--- src/rtl/burst_seq_pkg.sv ---
package burst_seq_pkg;
  // strobes from control to datapath
  typedef struct packed {
    logic load;  // capture start column, clear beat counter
    logic step;  // advance to the next beat
    logic ilv;   // interleaved address order
  } seqStrobe_t;
endpackage

--- src/rtl/burst_seq_ctrl.sv ---
module burst_seq_ctrl
  import burst_seq_pkg::*;
#(
  parameter int COL_W = 8,
  parameter int BLC_W = 3,
  parameter int MAX_FIXED_CODE = 3
) (
  input  logic             clk,
  input  logic             rstN,
  input  logic             startI,
  input  logic             termI,
  input  logic [BLC_W-1:0] blCode,
  input  logic             wrapIlv,
  input  logic [COL_W-1:0] beatIdx,
  output seqStrobe_t       strb,
  output logic [COL_W-1:0] maskO,
  output logic             activeO,
  output logic             lastO,
  output logic             illegalO
);
  localparam logic [COL_W-1:0] ONE = {{(COL_W-1){1'b0}}, 1'b1};

  logic active, fullPg, ilvMode, illegal;
  logic [COL_W-1:0] mask;
  logic reqFull;
  logic [COL_W-1:0] reqMask;

  always_comb begin
    reqFull = (int'(blCode) > MAX_FIXED_CODE);
    reqMask = reqFull ? '1 : ((ONE << blCode) - ONE);
  end

  assign lastO     = active && !fullPg && (beatIdx == mask);
  assign strb.load = startI;
  assign strb.step = active && !startI && !termI && !lastO;
  assign strb.ilv  = ilvMode;

  always_ff @(posedge clk or negedge rstN) begin
    if (!rstN) begin
      active  <= 1'b0;
      fullPg  <= 1'b0;
      ilvMode <= 1'b0;
      illegal <= 1'b0;
      mask    <= '0;
    end else if (startI) begin
      active  <= 1'b1;
      fullPg  <= reqFull;
      ilvMode <= wrapIlv && !reqFull;
      illegal <= wrapIlv && reqFull;
      mask    <= reqMask;
    end else if (termI || lastO) begin
      active  <= 1'b0;
      illegal <= 1'b0;
    end
  end

  assign maskO    = mask;
  assign activeO  = active;
  assign illegalO = illegal && active;


  fullpage_nolast_chk: assert property (@(posedge clk) disable iff (!rstN)
    (active && fullPg) |-> !lastO);

  term_stop_chk: assert property (@(posedge clk) disable iff (!rstN)
    (termI && !startI) |=> !activeO);

  last_stop_chk: assert property (@(posedge clk) disable iff (!rstN)
    (lastO && !startI) |=> !activeO);

  illegal_seq_chk: assert property (@(posedge clk) disable iff (!rstN)
    illegalO |-> !strb.ilv);
endmodule

--- src/rtl/burst_seq_dp.sv ---
module burst_seq_dp
  import burst_seq_pkg::*;
#(
  parameter int COL_W = 8
) (
  input  logic             clk,
  input  logic             rstN,
  input  seqStrobe_t       strb,
  input  logic [COL_W-1:0] startCol,
  input  logic [COL_W-1:0] mask,
  output logic [COL_W-1:0] beatIdx,
  output logic [COL_W-1:0] colAddr
);
  logic [COL_W-1:0] base, cnt;
  logic [COL_W-1:0] seqAddr, ilvAddr;

  always_ff @(posedge clk or negedge rstN) begin
    if (!rstN) begin
      base <= '0;
      cnt  <= '0;
    end else if (strb.load) begin
      base <= startCol;
      cnt  <= '0;
    end else if (strb.step) begin
      cnt  <= cnt + 1'b1;
    end
  end

  always_comb begin
    seqAddr = (base & ~mask) | ((base + cnt) & mask);
    ilvAddr = base ^ (cnt & mask);
    colAddr = strb.ilv ? ilvAddr : seqAddr;
  end

  assign beatIdx = cnt;


  step_inc_chk: assert property (@(posedge clk) disable iff (!rstN)
    (strb.step && !strb.load) |=> (beatIdx == $past(beatIdx) + 1'b1));

  load_clear_chk: assert property (@(posedge clk) disable iff (!rstN)
    strb.load |=> (beatIdx == '0 && colAddr == $past(startCol)));
endmodule

--- src/rtl/burst_col_seq.sv ---
module burst_col_seq
  import burst_seq_pkg::*;
#(
  parameter int COL_W = 8,
  parameter int BLC_W = 3
) (
  input  logic             clk,
  input  logic             rstN,
  input  logic             startI,
  input  logic [COL_W-1:0] startCol,
  input  logic [BLC_W-1:0] blCode,
  input  logic             wrapIlv,
  input  logic             termI,
  output logic [COL_W-1:0] colAddr,
  output logic             colValid,
  output logic             lastBeat,
  output logic             illegalCfg
);
  seqStrobe_t strb;
  logic [COL_W-1:0] mask, beatIdx;

  burst_seq_ctrl #(.COL_W(COL_W), .BLC_W(BLC_W)) uCtrl (
    .clk(clk), .rstN(rstN), .startI(startI), .termI(termI),
    .blCode(blCode), .wrapIlv(wrapIlv), .beatIdx(beatIdx),
    .strb(strb), .maskO(mask), .activeO(colValid),
    .lastO(lastBeat), .illegalO(illegalCfg)
  );

  burst_seq_dp #(.COL_W(COL_W)) uDp (
    .clk(clk), .rstN(rstN), .strb(strb), .startCol(startCol),
    .mask(mask), .beatIdx(beatIdx), .colAddr(colAddr)
  );


  last_valid_chk: assert property (@(posedge clk) disable iff (!rstN)
    lastBeat |-> colValid);

  restart_chk: assert property (@(posedge clk) disable iff (!rstN)
    startI |=> colValid);
endmodule

--- config.mk ---
export PLATFORM = sky130hd
export DESIGN_NAME = burst_col_seq
export DESIGN_NICKNAME = d
export VERILOG_FILES = /design/src/rtl/burst_seq_pkg.sv /design/src/rtl/burst_seq_ctrl.sv /design/src/rtl/burst_seq_dp.sv /design/src/rtl/burst_col_seq.sv
export SDC_FILE = /design/constraint.sdc
export NUM_CORES = 1
export LEC_CHECK = 0
export ABC_CLOCK_PERIOD_IN_PS = 5600
export BUFFER_PORTS_ARGS = -buffer_cell sky130_fd_sc_hd__buf_4
export CAP_MARGIN = 40
export CORE_MARGIN = 1
export CORE_UTILIZATION = 45
export DETAILED_ROUTE_END_ITERATION = 8
export PLACE_DENSITY = 0.73
export SLEW_MARGIN = 40
export SYNTH_ARGS = -nofsm -noshare
export SYNTH_HDL_FRONTEND = slang
export SYNTH_SLANG_ARGS = --single-unit
--- constraint.sdc ---
create_clock -name clk -period 5.6 [get_ports clk]
set_input_delay 0.56 -clock clk [delete_from_list [all_inputs] [get_ports clk]]
set_output_delay 0.56 -clock clk [all_outputs]
set_load 0.02 [all_outputs]
==> tab_implementation.tex <==
\begin{tabular}{lr}
\hline
Metric & Value \\
\hline
\multicolumn{2}{l}{\textbf{Outcome}} \\
\quad Status & complete, no violations \\
\multicolumn{2}{l}{\textbf{Logic synthesis}} \\
\quad Post-Syn Area per Cell & 9.61 µm² \\
\quad Synth Cell Area & approximately 1900 µm² \\
\quad Sequential share of the synthesized area & 37.4\% \\
\quad Total of flip-flops plus latches after synthesis & 28 \\
\quad Number of nets produced by synthesis & 229 \\
\quad Most used DFF post-synth & sky130\_fd\_sc\_hd\_\_dfrtp\_1 \\
\quad Count of cell types in the netlist & 47 \\
\quad Gate count of the mapped netlist & 195 \\
\quad EDFF count, synth & 0 \\
\quad Synthesis Warnings & 0 \\
\quad Proportion of register bits with asynchronous set or reset after synthesis & 100\% \\
\multicolumn{2}{l}{\textbf{STA}} \\
\quad Peak Freq & 331 MHz \\
\quad Max-slew headroom at the worst pin & 59.0\% \\
\quad Final setup viols & 0 \\
\quad Total negative slack for setup checks & 0 ns \\
\quad Fraction of the cycle the final worst path needs & 53.9\% \\
\quad Hold Vio Cnt, Final & 0 \\
\quad Min Clock Period, post-route & 3.02 ns \\
\quad RSZ-0062 raised after global routing & no \\
\quad Worst hold slack & 0.173 ns \\
\quad Number of max-slew violations in the final report & 0 \\
\quad Slew @ Worst Pin & 0.614 ns \\
\quad Post-Route Skew & between 0.006 and 0.007 ns \\
\quad PnR worst setup slack & 2.58 ns \\
\multicolumn{2}{l}{\textbf{Critical path}} \\
\quad FF-to-FF End & uDp.beatIdx[5] \\
\quad Worst R2R Setup Slack & 3.23 ns \\
\quad Beginning of the critical path & uDp.beatIdx[0] \\
\quad Setup CP Type & flip-flop to primary output \\
\quad CP Data Arrival Time & about 2.5 ns \\
\quad Worst setup path endpoint & colAddr[6] \\
\quad Kind of launch point of the worst setup path & flip-flop \\
\quad Required time of the critical path & 5.04 ns \\
\quad Worst flop-to-flop path startpoint & uDp.beatIdx[2] \\
\quad Worst Path Max Fanout & 6 \\
\quad Type of element capturing the critical path & primary output \\
\quad R2r worst-path depth & 6 \\
\multicolumn{2}{l}{\textbf{Pwr}} \\
\quad Pwr Total & 0.000532 W \\
\quad Largest vdd supply drop & 120 µV \\
\quad P\_leak & 0.965 nW \\
\quad PD cells & 245 nW/µm² \\
\multicolumn{2}{l}{\textbf{Die}} \\
\quad Die area & 4430 µm² \\
\quad Die Height & 66.5 µm \\
\quad Starting density of the core & 46.9\% \\
\quad Core box area & around 4000 µm² \\
\quad Horizontal die dimension & 66.5 µm \\
\quad Top-level I/O count & 27 \\
\quad Core Rows & 23 \\
\multicolumn{2}{l}{\textbf{CTS}} \\
\quad Clock transition at the registers of the reported paths & 0.10 ns \\
\quad Master cell of the clock root buffer & sky130\_fd\_sc\_hd\_\_clkbuf\_8 \\
\quad Post-CTS Setup Repair Bufs & 0 \\
\quad CTS buffer count & 3 \\
\quad \# resized after CTS & 0 \\
\quad Clock buffer depth & 2 \\
\quad CTS tree & yes \\
\quad CTS sink count & 28 \\
\quad Post-CTS Hold Buffers & 0 \\
\quad Number of H-tree levels & 1 \\
\quad Insertion delay of the later-clocked pin in the worst-skew pair & 0.29 ns \\
\multicolumn{2}{l}{\textbf{Detailed routing}} \\
\quad Final antenna-violating net count & 0 \\
\quad Via density & 5.60 \\
\quad Drt wl/cell & 14.5 µm \\
\quad Via count & 1,513 \\
\quad Final wirelength & 3900 µm \\
\quad Initial DRT Pass Iterations & 4 \\
\quad 1st-iter DRT viols & 69 \\
\quad DRC errors left & 0 \\
\multicolumn{2}{l}{\textbf{Place}} \\
\quad Final RePlAce weighted congestion & about 0.79 \\
\quad Post-placement setup slack & 2.91 ns \\
\quad Number of buffers added on ports & 26 \\
\quad Number of placed instances with taps included & 266 \\
\quad Sum of net half-perimeters after detailed placement & 2940 µm \\
\multicolumn{2}{l}{\textbf{Global route}} \\
\quad Pin count of the biggest net entering global routing & 29 \\
\quad Via count of the first global-routing pass & 1,499 \\
\quad Number of antenna violations at the first check in global routing & 0 \\
\quad First-pass GRT wire length & 6820 µm \\
\quad Overflow left after global routing & 0 \\
\quad All-layer global routing usage & 20.5\% \\
\multicolumn{2}{l}{\textbf{Run}} \\
\quad Number of max-cap violations & 0 \\
\multicolumn{2}{l}{\textbf{Finish}} \\
\quad Relative area change from synthesis to final layout & 16.0\% \\
\quad Most common library cell in the layout ignoring fill and taps & sky130\_fd\_sc\_hd\_\_dfrtp\_1 \\
\quad Final nets & 255 \\
\quad Share of layout cells above drive strength 1 & 21.4\% \\
\quad Ant diodes & 0 \\
\quad Most frequent cells in the layout & sky130\_fd\_sc\_hd\_\_dfrtp\_1, sky130\_fd\_sc\_hd\_\_buf\_4, sky130\_fd\_sc\_hd\_\_ha\_1 \\
\quad Post-Layout Cell Count & 270 \\
\multicolumn{2}{l}{\textbf{Min path}} \\
\quad Hold crit path type & input pin to async pin \\
\hline
\end{tabular}
-- how the worst min path moves through the flow --
stage	endpoint	cells past startpoint
finish	uDp.base[7]	1
global route	uDp.base[0]	1
CTS	uDp.base[4]	1
detailed placement	uDp.base[7]	1
global placement	uDp.beatIdx[6]	1
floorplan	uCtrl.activeO	0
-- cells in the mapped netlist, types with 2 or more instances --
master                     number  area, µm²
sky130_fd_sc_hd__o311ai_0       2       17.5
sky130_fd_sc_hd__dfrtp_1       28        701
sky130_fd_sc_hd__nor2_1        15       56.3
sky130_fd_sc_hd__nor3_1         5       25.0
sky130_fd_sc_hd__a31o_2         2       17.5
sky130_fd_sc_hd__nor2b_1        3       18.8
sky130_fd_sc_hd__ha_1          17        213
sky130_fd_sc_hd__a211oi_1       7       52.6
sky130_fd_sc_hd__inv_1         15       56.3
sky130_fd_sc_hd__xnor2_1        7       61.3
sky130_fd_sc_hd__nand4_1        2       12.5
sky130_fd_sc_hd__nand2_1       11       41.3
sky130_fd_sc_hd__o21ai_0       15       75.1
sky130_fd_sc_hd__and3_1         2       12.5
sky130_fd_sc_hd__a22oi_1        2       15.0
sky130_fd_sc_hd__nor3b_2        2       25.0
sky130_fd_sc_hd__mux2_2         9        101
sky130_fd_sc_hd__nand3_1        7       35.0
sky130_fd_sc_hd__a21o_1         2       15.0
sky130_fd_sc_hd__xor2_1         4       35.0
sky130_fd_sc_hd__o41ai_1        2       17.5
sky130_fd_sc_hd__a21oi_1        9       45.0
sky130_fd_sc_hd__clkbuf_1       3       11.3
-- metrics by stage --
step / util [%] / cell area [µm²]
after floorplan: - / 1870
after global placement: 52.5 / 2100
after detailed placement: 52.5 / 2100
after CTS: 54.3 / 2170
after global routing: 54.3 / 2170
final: 54.3 / 2170
-- final cells by class --
| type | instances | area [µm²] |
|---|---|---|
| clock buffers | 3 | 41.3 |
| clock inverters | 1 | 30.0 |
| fillers | 380 | 1830 |
| inverters | 16 | 60.1 |
| multi-input cells | 146 | 1080 |
| flip-flops and latches | 28 | 701 |
| well taps | 50 | 62.6 |
| repair buffers | 26 | 195 |
-- flip-flops by register name, indices dropped and copies added (netlist names) --
| name | count |
|---|---|
| uCtrl.ilvMode | 1 |
| uCtrl.fullPg | 1 |
| uDp.base | 8 |
| uCtrl.illegal | 1 |
| uDp.beatIdx | 8 |
| uCtrl.maskO | 8 |
| uCtrl.activeO | 1 |
-- layer usage --
metal / vias to the layer above / routed length [µm] / GRT usage (%)
met5: - / 0 / 0
met3: 5 / 95 / 2.40
met1: 728 / 1860 / 26.1
met4: 0 / 55 / 6.38
met2: 20 / 1890 / 36.1
li1: 760 / - / -
-- logic make-up after synthesis --
group	share of synthesized area, %
adders and majority gates	12.4
AOI/OAI and AO/OA	18.5
muxes	5.94
xor gates and xnor gates	5.14
buffers and inverters	4.81
and+or+nand+nor	15.8
DFF	37.4
-- critical path: stages, from the launching register on --
cell and delay [ns]:
sky130_fd_sc_hd__dfrtp_1 0.46, sky130_fd_sc_hd__ha_1 0.24, sky130_fd_sc_hd__inv_1 0.08, sky130_fd_sc_hd__fa_1 0.41
sky130_fd_sc_hd__nor2b_1 0.14, sky130_fd_sc_hd__o21a_1 0.14, sky130_fd_sc_hd__o21ai_0 0.13, sky130_fd_sc_hd__and4_1 0.22
sky130_fd_sc_hd__nor3_1 0.18, sky130_fd_sc_hd__buf_4 0.17
-- power breakdown --
| part | internal [W] | total [W] | switching (W) |
|---|---|---|---|
| Clock | 0.0000959 | 0.000165 | 0.0000686 |
| Combinational | 0.0000634 | 0.000132 | 0.0000682 |
| Sequential | 0.000217 | 0.000236 | 0.0000195 |
| Total | 0.000376 | 0.000532 | 0.000156 |
(Power assumes the default switching activity.)
